[src/rtl/rtc_alarm_pkg.sv]
package rtc_alarm_pkg;
    localparam int unsigned FIELD_W    = 8;
    localparam int unsigned NUM_FIELDS = 3;
    localparam int unsigned WILD_BITS  = 2;

    // field slots inside the packed comparison vectors
    localparam int unsigned SLOT_SEC  = 0;
    localparam int unsigned SLOT_MIN  = 1;
    localparam int unsigned SLOT_HOUR = 2;

    typedef struct packed {
        logic alarm;
        logic update;
    } irq_vec_t;
endpackage

[src/rtl/alarm_field_cmp.sv]
module alarm_field_cmp #(
    parameter int unsigned W         = rtc_alarm_pkg::FIELD_W,
    parameter int unsigned WILD_BITS = rtc_alarm_pkg::WILD_BITS
) (
    input  logic [W-1:0] time_i,
    input  logic [W-1:0] alarm_i,
    output logic         wild_o,
    output logic         hit_o
);
    localparam int unsigned TOP_LO = W - WILD_BITS;

    always_comb begin
        wild_o = &alarm_i[W-1:TOP_LO];
        hit_o  = wild_o || (time_i == alarm_i);
    end
endmodule

[src/rtl/alarm_match_unit.sv]
module alarm_match_unit #(
    parameter int unsigned W = rtc_alarm_pkg::FIELD_W,
    parameter int unsigned N = rtc_alarm_pkg::NUM_FIELDS
) (
    input  logic [N-1:0][W-1:0] time_i,
    input  logic [N-1:0][W-1:0] alarm_i,
    output logic                match_o,
    output logic                all_wild_o
);
    logic [N-1:0] hit_v;
    logic [N-1:0] wild_v;

    for (genvar g = 0; g < N; g++) begin : g_field
        alarm_field_cmp #(.W(W)) i_cmp (
            .time_i  (time_i[g]),
            .alarm_i (alarm_i[g]),
            .wild_o  (wild_v[g]),
            .hit_o   (hit_v[g])
        );
    end

    always_comb begin
        match_o    = &hit_v;
        all_wild_o = &wild_v;
    end
endmodule

[src/rtl/status_flag.sv]
module status_flag (
    input  logic clk,
    input  logic rst_n,
    input  logic set_i,
    input  logic clr_i,
    output logic flag_o
);
    typedef struct packed {
        logic flag;
    } state_t;

    state_t st_d, st_q;

    always_comb begin
        st_d = st_q;
        if (clr_i) st_d.flag = 1'b0;
        if (set_i) st_d.flag = 1'b1;
    end

    always_ff @(posedge clk or negedge rst_n) begin
        if (!rst_n) st_q <= '0;
        else        st_q <= st_d;
    end

    assign flag_o = st_q.flag;

    // set has priority over a coincident clear
    assert_set_wins_R10: assert property (@(posedge clk) disable iff (!rst_n)
        set_i |=> flag_o);
    assert_clear_only_R10: assert property (@(posedge clk) disable iff (!rst_n)
        (clr_i && !set_i) |=> !flag_o);
    assert_hold_R5: assert property (@(posedge clk) disable iff (!rst_n)
        (!clr_i && !set_i) |=> $stable(flag_o));
endmodule

[src/rtl/rtc_alarm_match.sv]
module rtc_alarm_match #(
    parameter int unsigned W = rtc_alarm_pkg::FIELD_W
) (
    input  logic         clk,
    input  logic         rst_n,
    input  logic         upd_end,
    input  logic [W-1:0] tm_sec,
    input  logic [W-1:0] tm_min,
    input  logic [W-1:0] tm_hour,
    input  logic [W-1:0] al_sec,
    input  logic [W-1:0] al_min,
    input  logic [W-1:0] al_hour,
    input  logic         alarm_ie,
    input  logic         update_ie,
    input  logic         xfer_inhibit,
    input  logic         flag_clr,
    output logic         alarm_flag,
    output logic         update_flag,
    output logic         alarm_irq,
    output logic         update_irq,
    output logic         irq
);
    import rtc_alarm_pkg::*;

    localparam int unsigned N = NUM_FIELDS;

    logic [N-1:0][W-1:0] time_v;
    logic [N-1:0][W-1:0] alarm_v;
    logic                match;
    logic                all_wild;
    irq_vec_t            req;

    always_comb begin
        time_v[SLOT_SEC]   = tm_sec;
        time_v[SLOT_MIN]   = tm_min;
        time_v[SLOT_HOUR]  = tm_hour;
        alarm_v[SLOT_SEC]  = al_sec;
        alarm_v[SLOT_MIN]  = al_min;
        alarm_v[SLOT_HOUR] = al_hour;
    end

    alarm_match_unit #(.W(W), .N(N)) i_match (
        .time_i     (time_v),
        .alarm_i    (alarm_v),
        .match_o    (match),
        .all_wild_o (all_wild)
    );

    status_flag i_alarm_flag (
        .clk    (clk),
        .rst_n  (rst_n),
        .set_i  (upd_end && match),
        .clr_i  (flag_clr),
        .flag_o (alarm_flag)
    );

    status_flag i_update_flag (
        .clk    (clk),
        .rst_n  (rst_n),
        .set_i  (upd_end),
        .clr_i  (flag_clr),
        .flag_o (update_flag)
    );

    always_comb begin
        req.alarm  = alarm_flag && alarm_ie;
        req.update = update_flag && update_ie && !xfer_inhibit;
    end

    assign alarm_irq  = req.alarm;
    assign update_irq = req.update;
    assign irq        = |req;

    assert_all_wild_fires_R4: assert property (@(posedge clk) disable iff (!rst_n)
        (upd_end && all_wild) |=> alarm_flag);
    assert_rise_needs_strobe_R6: assert property (@(posedge clk) disable iff (!rst_n)
        $rose(alarm_flag) |-> $past(upd_end));
    assert_update_sets_R7: assert property (@(posedge clk) disable iff (!rst_n)
        upd_end |=> update_flag);
    assert_inhibit_blocks_R8: assert property (@(posedge clk) disable iff (!rst_n)
        xfer_inhibit |-> !update_irq);
endmodule

[config.mk]
export PLATFORM = sky130hd
export DESIGN_NAME = rtc_alarm_match
export DESIGN_NICKNAME = d
export VERILOG_FILES = /design/src/rtl/rtc_alarm_pkg.sv /design/src/rtl/alarm_field_cmp.sv /design/src/rtl/alarm_match_unit.sv /design/src/rtl/status_flag.sv /design/src/rtl/rtc_alarm_match.sv
export SDC_FILE = /design/constraint.sdc
export NUM_CORES = 1
export LEC_CHECK = 0
export CAP_MARGIN = 20
export CORE_UTILIZATION = 22
export DETAILED_ROUTE_END_ITERATION = 6
export HOLD_SLACK_MARGIN = 0.05
export PLACE_DENSITY = 0.82
export SLEW_MARGIN = 20
export SYNTH_ARGS = -nofsm -noshare
export SYNTH_HDL_FRONTEND = slang
export SYNTH_SLANG_ARGS = --single-unit
[constraint.sdc]
create_clock -name clk -period 1.4 [get_ports clk]
set_clock_uncertainty 0.1 [all_clocks]
set_input_delay 0.28 -clock clk [delete_from_list [all_inputs] [get_ports clk]]
set_output_delay 0.28 -clock clk [all_outputs]
set_load 0.05 [all_outputs]
==> summary.txt, run 1 <==
Status -> finished with violations
Failing checks -> DRC, setup timing
Unrepaired setup endpoints after global routing -> yes
Synth warnings -> 0
GRT Resource Usage Total -> 15.8%
Most common cell after layout, fill and taps aside -> dlygate4sd2_1
Largest net degree at the start of global routing -> 3
Core Area -> 1560 um^2
Starting density of the core -> 24.2%
#FFs+latches synth -> 2
TritonCTS Buffers -> 3
Gp weighted congestion -> 0.733
Arr. time, crit path -> 1.18 ns
Yosys cell types -> 11
Die area -> 1880 um^2
Mean Syn Cell Area -> 8.76 um^2
CTS root buf -> clkbuf_4
# rows -> 14
Post-DRT Antenna Nets -> 0
Final worst path period share -> 112%
# clock sinks -> 2
Die width -> 43.4 um
Worst reg2reg path depth -> 3
RR Endpoint -> i_update_flag.flag_o
Crit end category -> output port
Global route overflow -> 0
Number of global-route vias before repair -> 603
Drt pass-1 iters -> 5
Clock transition at path regs -> 0.03 ns
Critical path required time -> 1.02 ns
Residual DRC count -> 5
Htree depth -> 1
Setup violations, final -> 2
Crit path from -> i_update_flag.flag_o
Vias per Instance -> 4.43
RR Startpoint -> i_update_flag.flag_o
Net count after synthesis -> 98
CP max FO -> 2
Most frequent cells in the layout -> dlygate4sd2_1 (29), xor2_1 (24), clkdlybuf4s15_1 (14)
Vias post-DR -> 562
Nets -> 168
Antenna cells -> 0
Seq/Total Area, Yosys -> 13.3%
Layout Utilization -> 70.9%
Wirelength, routed -> 1390 um
Min Hold Slack -> 0.125 ns
Drt wl/cell -> 11.0 um
Worst-Margin Slew -> 0.239 ns
Critical Path Sink -> irq
Max cap viols -> 0
Min cycle time layout -> 1.56 ns
Port Buffers -> 59
Worst Slack Setup Final -> -0.163 ns
First-pass GRT wire length -> 2270 um
Post-Syn Instances -> 43
Ratio of cells with drive above 1 in the final layout -> 22.5%
1st-iter DRT viols -> 11
Fmax achieved -> 640 MHz
VDD IR max -> 0.000204 V
Area of the mapped netlist -> 377 um^2
Final Max Tran Viols -> 0
CTS tree -> built
Clk_lat worst skew -> 0.22 ns
Hold Path Class -> input pin to async pin
PwrDens -> 403 nW/um^2
I/O pin cnt -> 60
Power, Total -> 0.445 mW
DP Wirelength -> 1270 um
Startpoint Class -> flip-flop
Setup slack, reg-to-reg -> 0.39 ns
Slew headroom -> 83.9%
Setup CP Type -> flip-flop to output port
Clock Path Buffers -> 2
Area added between synthesis and finish -> 193%
DIE HEIGHT -> 43.4 um
Initial antenna violation count -> 0
Leak -> 0.568 nW
Final hold viol count -> 0
==> registers in the layout (all words and copies together), names as in the netlist <==
name / count
i_update_flag.flag_o: 1
i_alarm_flag.flag_o: 1
==> worst max-delay path, cell delays in order, from the launching register on <==
cell and delay [ns]:
dfrtp_2 0.38, and3b_2 0.20, or2_4 0.23, buf_8 0.15
==> what timing repair did <==
action | CTS | global route
endpoints found under the hold margin | 0 | 0
hold buffers | 0 | 0
endpoints found under the setup margin | 4 | 4
pin swaps | 23 | 14
resized for setup | 60 | 17
setup buffers | 1 | 1
==> kinds of logic (layout without fill, tap and decap cells) <==
| group | count (synthesis) | count (layout) | share of synthesized area [%] |
|---|---|---|---|
| flops | 2 | 2 | 13.3 |
| simple gates | 10 | 10 | 16.6 |
| buf+inv | 2 | 70 | 1.99 |
| compound gates | 5 | 5 | 12.3 |
| xor+xnor | 24 | 24 | 55.8 |
==> where the power goes <==
group          switching [mW]  total (mW)  internal [mW]  leakage (nW)
combinational          0.0965       0.256          0.160         0.532
clock                  0.0324       0.127         0.0945        0.0138
sequential           0.000996      0.0620         0.0610        0.0223
total                   0.130       0.445          0.315         0.568
==> synthesized netlist by cell type (all sizes together) <==
master | count | area, um^2
and2 | 1 | 6.26
xor2 | 24 | 210
nand2 | 1 | 3.75
o41ai | 1 | 16.3
nor4 | 6 | 37.5
and3b | 1 | 8.76
a22oi | 3 | 22.5
dfrtp | 2 | 50.1
a21o | 1 | 7.51
or2 | 1 | 6.26
inv | 2 | 7.51
==> through the flow <==
stage	instances	setup slack [ns]	cell area [um^2]	setup TNS [ns]
2_1_floorplan	43	-0.164	384	-0.164
3_3_place_gp	122	-0.407	1060	-1.00
3_5_place_dp	122	-0.441	1060	-1.06
4_1_cts	126	-0.213	1060	-0.412
5_1_grt	127	-0.195	1100	-0.385
6_report	127	-0.163	1100	-0.319
==> cell type report <==
type	count	area (um^2)
Timing Repair Buffer	65	658
Multi-Input combinational cell	39	344
Fill cell	140	454
Clock buffer	3	22.5
Tap cell	16	20.0
Inverter	2	7.51
Sequential cell	2	52.6
==> metal layers <==
| layer | up-vias | global-route usage [%] | wire length (um) |
|---|---|---|---|
| met2 | 28 | 29.7 | 799 |
| li1 | 287 | - | - |
| met4 | 0 | 5.63 | 0 |
| met1 | 247 | 17.4 | 487 |
| met5 | - | 0 | 0 |
| met3 | 0 | 3.33 | 106 |
==> worst min-delay path by stage <==
stage | startpoint | end | slack, ns | cells after the start
6_report | rst_n | i_alarm_flag.flag_o | 0.13 | 1
5_1_grt | rst_n | i_update_flag.flag_o | 0.13 | 1
4_1_cts | rst_n | i_alarm_flag.flag_o | 0.12 | 1
3_5_place_dp | rst_n | i_update_flag.flag_o | 0.36 | 1
3_3_place_gp | rst_n | i_alarm_flag.flag_o | 0.35 | 1
2_1_floorplan | rst_n | i_alarm_flag.flag_o | -0.12 | 0
(Power assumes the default switching activity.)
==> inputs of run 2 (changes only) <==
--- a/config.mk
+++ b/config.mk
@@ -5,7 +5,7 @@
 export SDC_FILE = /design/constraint.sdc
 export NUM_CORES = 1
 export LEC_CHECK = 0
-export CAP_MARGIN = 20
+export CAP_MARGIN = 10
 export CORE_UTILIZATION = 22
 export DETAILED_ROUTE_END_ITERATION = 6
 export HOLD_SLACK_MARGIN = 0.05
==> results of run 2 <==
No change in the layout: final DEF, timing and power equal those of run 1.
==> inputs of run 3 (changes only) <==
--- a/config.mk
+++ b/config.mk
@@ -6,10 +6,10 @@
 export NUM_CORES = 1
 export LEC_CHECK = 0
 export CAP_MARGIN = 10
-export CORE_UTILIZATION = 22
+export CORE_UTILIZATION = 23
 export DETAILED_ROUTE_END_ITERATION = 6
 export HOLD_SLACK_MARGIN = 0.05
-export PLACE_DENSITY = 0.82
+export PLACE_DENSITY = 0.85
 export SLEW_MARGIN = 20
 export SYNTH_ARGS = -nofsm -noshare
 export SYNTH_HDL_FRONTEND = slang
==> constraint.sdc (replaced) <==
create_clock -name clk -period 1.9 [get_ports clk]
set_clock_uncertainty 0.1 [all_clocks]
set_input_delay 0.38 -clock clk [delete_from_list [all_inputs] [get_ports clk]]
set_output_delay 0.38 -clock clk [all_outputs]
set_load 0.05 [all_outputs]
==> summary.txt, run 3 (same netlist as run 1, synthesis figures left out) <==
# fillers -> 131
Die width -> 42.5 um
Drt wl/cell -> 10.3 um
CTS tree -> built
First-pass GRT wire length -> 2170 um
Crit end category -> output port
Fmax achieved -> 541 MHz
Most common cell after layout, fill and taps aside -> clkdlybuf4s50_1
Slew headroom -> 81.9%
# clock sinks -> 2
Nets -> 164
Setup CP Type -> input pin to output port
Global route overflow -> 0
I/O pin cnt -> 60
Clk_lat worst skew -> 0.22 ns
TritonCTS Buffers -> 3
Routed met1 length -> 420 um
Post-DRT Antenna Nets -> 0
Number of post-CTS setup repair buffers -> 0
Die area -> 1800 um^2
Vias post-DR -> 566
Drt pass-1 iters -> 4
PwrDens -> 324 nW/um^2
1st-iter DRT viols -> 3
Min Hold Slack -> 0.224 ns
Gp weighted congestion -> 0.636
Placed cells -> 120
Min cycle time layout -> 1.85 ns
Residual DRC count -> 0
Clock transition at path regs -> 0.03 ns
Clock Path Buffers -> 2
Final hold viol count -> 0
DP Wirelength -> 1200 um
VDD IR max -> 0.000203 V
Largest net degree at the start of global routing -> 4
DIE HEIGHT -> 42.5 um
Most frequent cells in the layout -> clkdlybuf4s50_1 (53), xor2_1 (24), nor4_1 (6)
Starting density of the core -> 24.7%
Unrepaired setup endpoints after global routing -> no
Max cap viols -> 0
Final Max Tran Viols -> 0
Number of global-route vias before repair -> 599
Critical path required time -> 1.42 ns
Wirelength, routed -> 1270 um
Port Buffers -> 59
GRT Resource Usage Total -> 16.1%
Worst-Margin Slew -> 0.268 ns
CTS root buf -> clkbuf_4
Setup violations, final -> 0
Initial antenna violation count -> 0
Crit-path slowest cell -> clkdlybuf4s50_1
Metal3 WL -> 194 um
CP max FO -> 2
Met2 wire len -> 633 um
Arr. time, crit path -> 1.37 ns
Leak -> 0.453 nW
CP Cell Sequence -> clkdlybuf4s50_1 -> and3b_2 -> or2_4 -> buf_8
Final worst path period share -> 97.2%
# rows -> 14
Htree depth -> 1
Startpoint Class -> input pin
Hold Path Class -> input pin to async pin
CTS Hold Bufs -> 0
Largest stage delay, worst path -> 0.39 ns
Vias per Instance -> 4.60
Setup slack, reg-to-reg -> 1.11 ns
Top Metal Used -> met4
Core Area -> 1520 um^2
Area added between synthesis and finish -> 179%
Antenna cells -> 0
Ratio of cells with drive above 1 in the final layout -> 13.1%
Post-Layout Cell Count -> 123
Status -> complete, no violations
[run 3: cell types whose count changed in the layout (fill, tap and decap cells not counted), moves of 3 or more]
cell / before / now
clkdlybuf4s50_1: 4 / 53
dlygate4sd2_1: 29 / 0
clkdlybuf4s15_1: 14 / 0
dlymetal6s2s_1: 5 / 1
buf_6: 3 / 0
nor4_1: 3 / 6
nor4_2: 3 / 0
[run 3: final cells by class]
type / count / area, um^2 / area share (%)
clock buffers: 3 / 22.5 / 2.14
inverters: 2 / 7.51 / 0.713
multi-input cells: 39 / 324 / 30.8
flip-flops and latches: 2 / 50.0 / 4.76
well taps: 16 / 20.0 / 1.90
repair buffers: 61 / 628 / 59.7
[run 3: final timing paths]
check | start | endpoint | depth (start not counted)
max in group asynchronous | rst_n | i_update_flag.flag_o | 1
setup / recovery | update_ie | irq | 4
hold reg to reg | i_alarm_flag.flag_o | i_alarm_flag.flag_o | 2
hold / removal | rst_n | i_alarm_flag.flag_o | 1
setup reg to reg | i_update_flag.flag_o | i_update_flag.flag_o | 1
min in group clk | i_alarm_flag.flag_o | i_alarm_flag.flag_o | 2
[run 3: where the power goes]
part	internal [mW]	switching, mW
Combinational	0.137	0.0633
Clock	0.0698	0.0246
Sequential	0.0447	0.00145
[run 3: timing repair]
item / in CTS / in global routing
endpoints found under the hold margin: 0 / 0
pin swaps: 1 / 1
resized for setup: 3 / 1
endpoints found under the setup margin: 1 / 1
gates cloned: 0 / 0
[run 3: critical path, delay by kind of cell]
family | cells | cell delay (ns)
and+or+nand+nor | 2 | 0.45
buffers and inverters | 2 | 0.54
[run 3: layer usage]
metal | up-vias | GRT usage (%)
met5 | - | 0
li1 | 279 | -
met4 | 0 | 9.38
met2 | 47 | 28.9
met1 | 236 | 16.1
met3 | 4 | 4.74
[run 3: stage by stage]
step	cell area [um^2]	utilization, %	power (mW)	setup slack (ns)	TNS, ns
after floorplan	379	-	0.106	0.00398	0
final	1050	69.0	0.341	0.0526	0
after CTS	1050	68.9	0.346	0.000886	0
after detailed placement	1020	66.7	0.246	-0.0935	-0.140
after global placement	1020	66.7	0.242	-0.0722	-0.101
after global routing	1050	69.0	0.361	0.0241	0
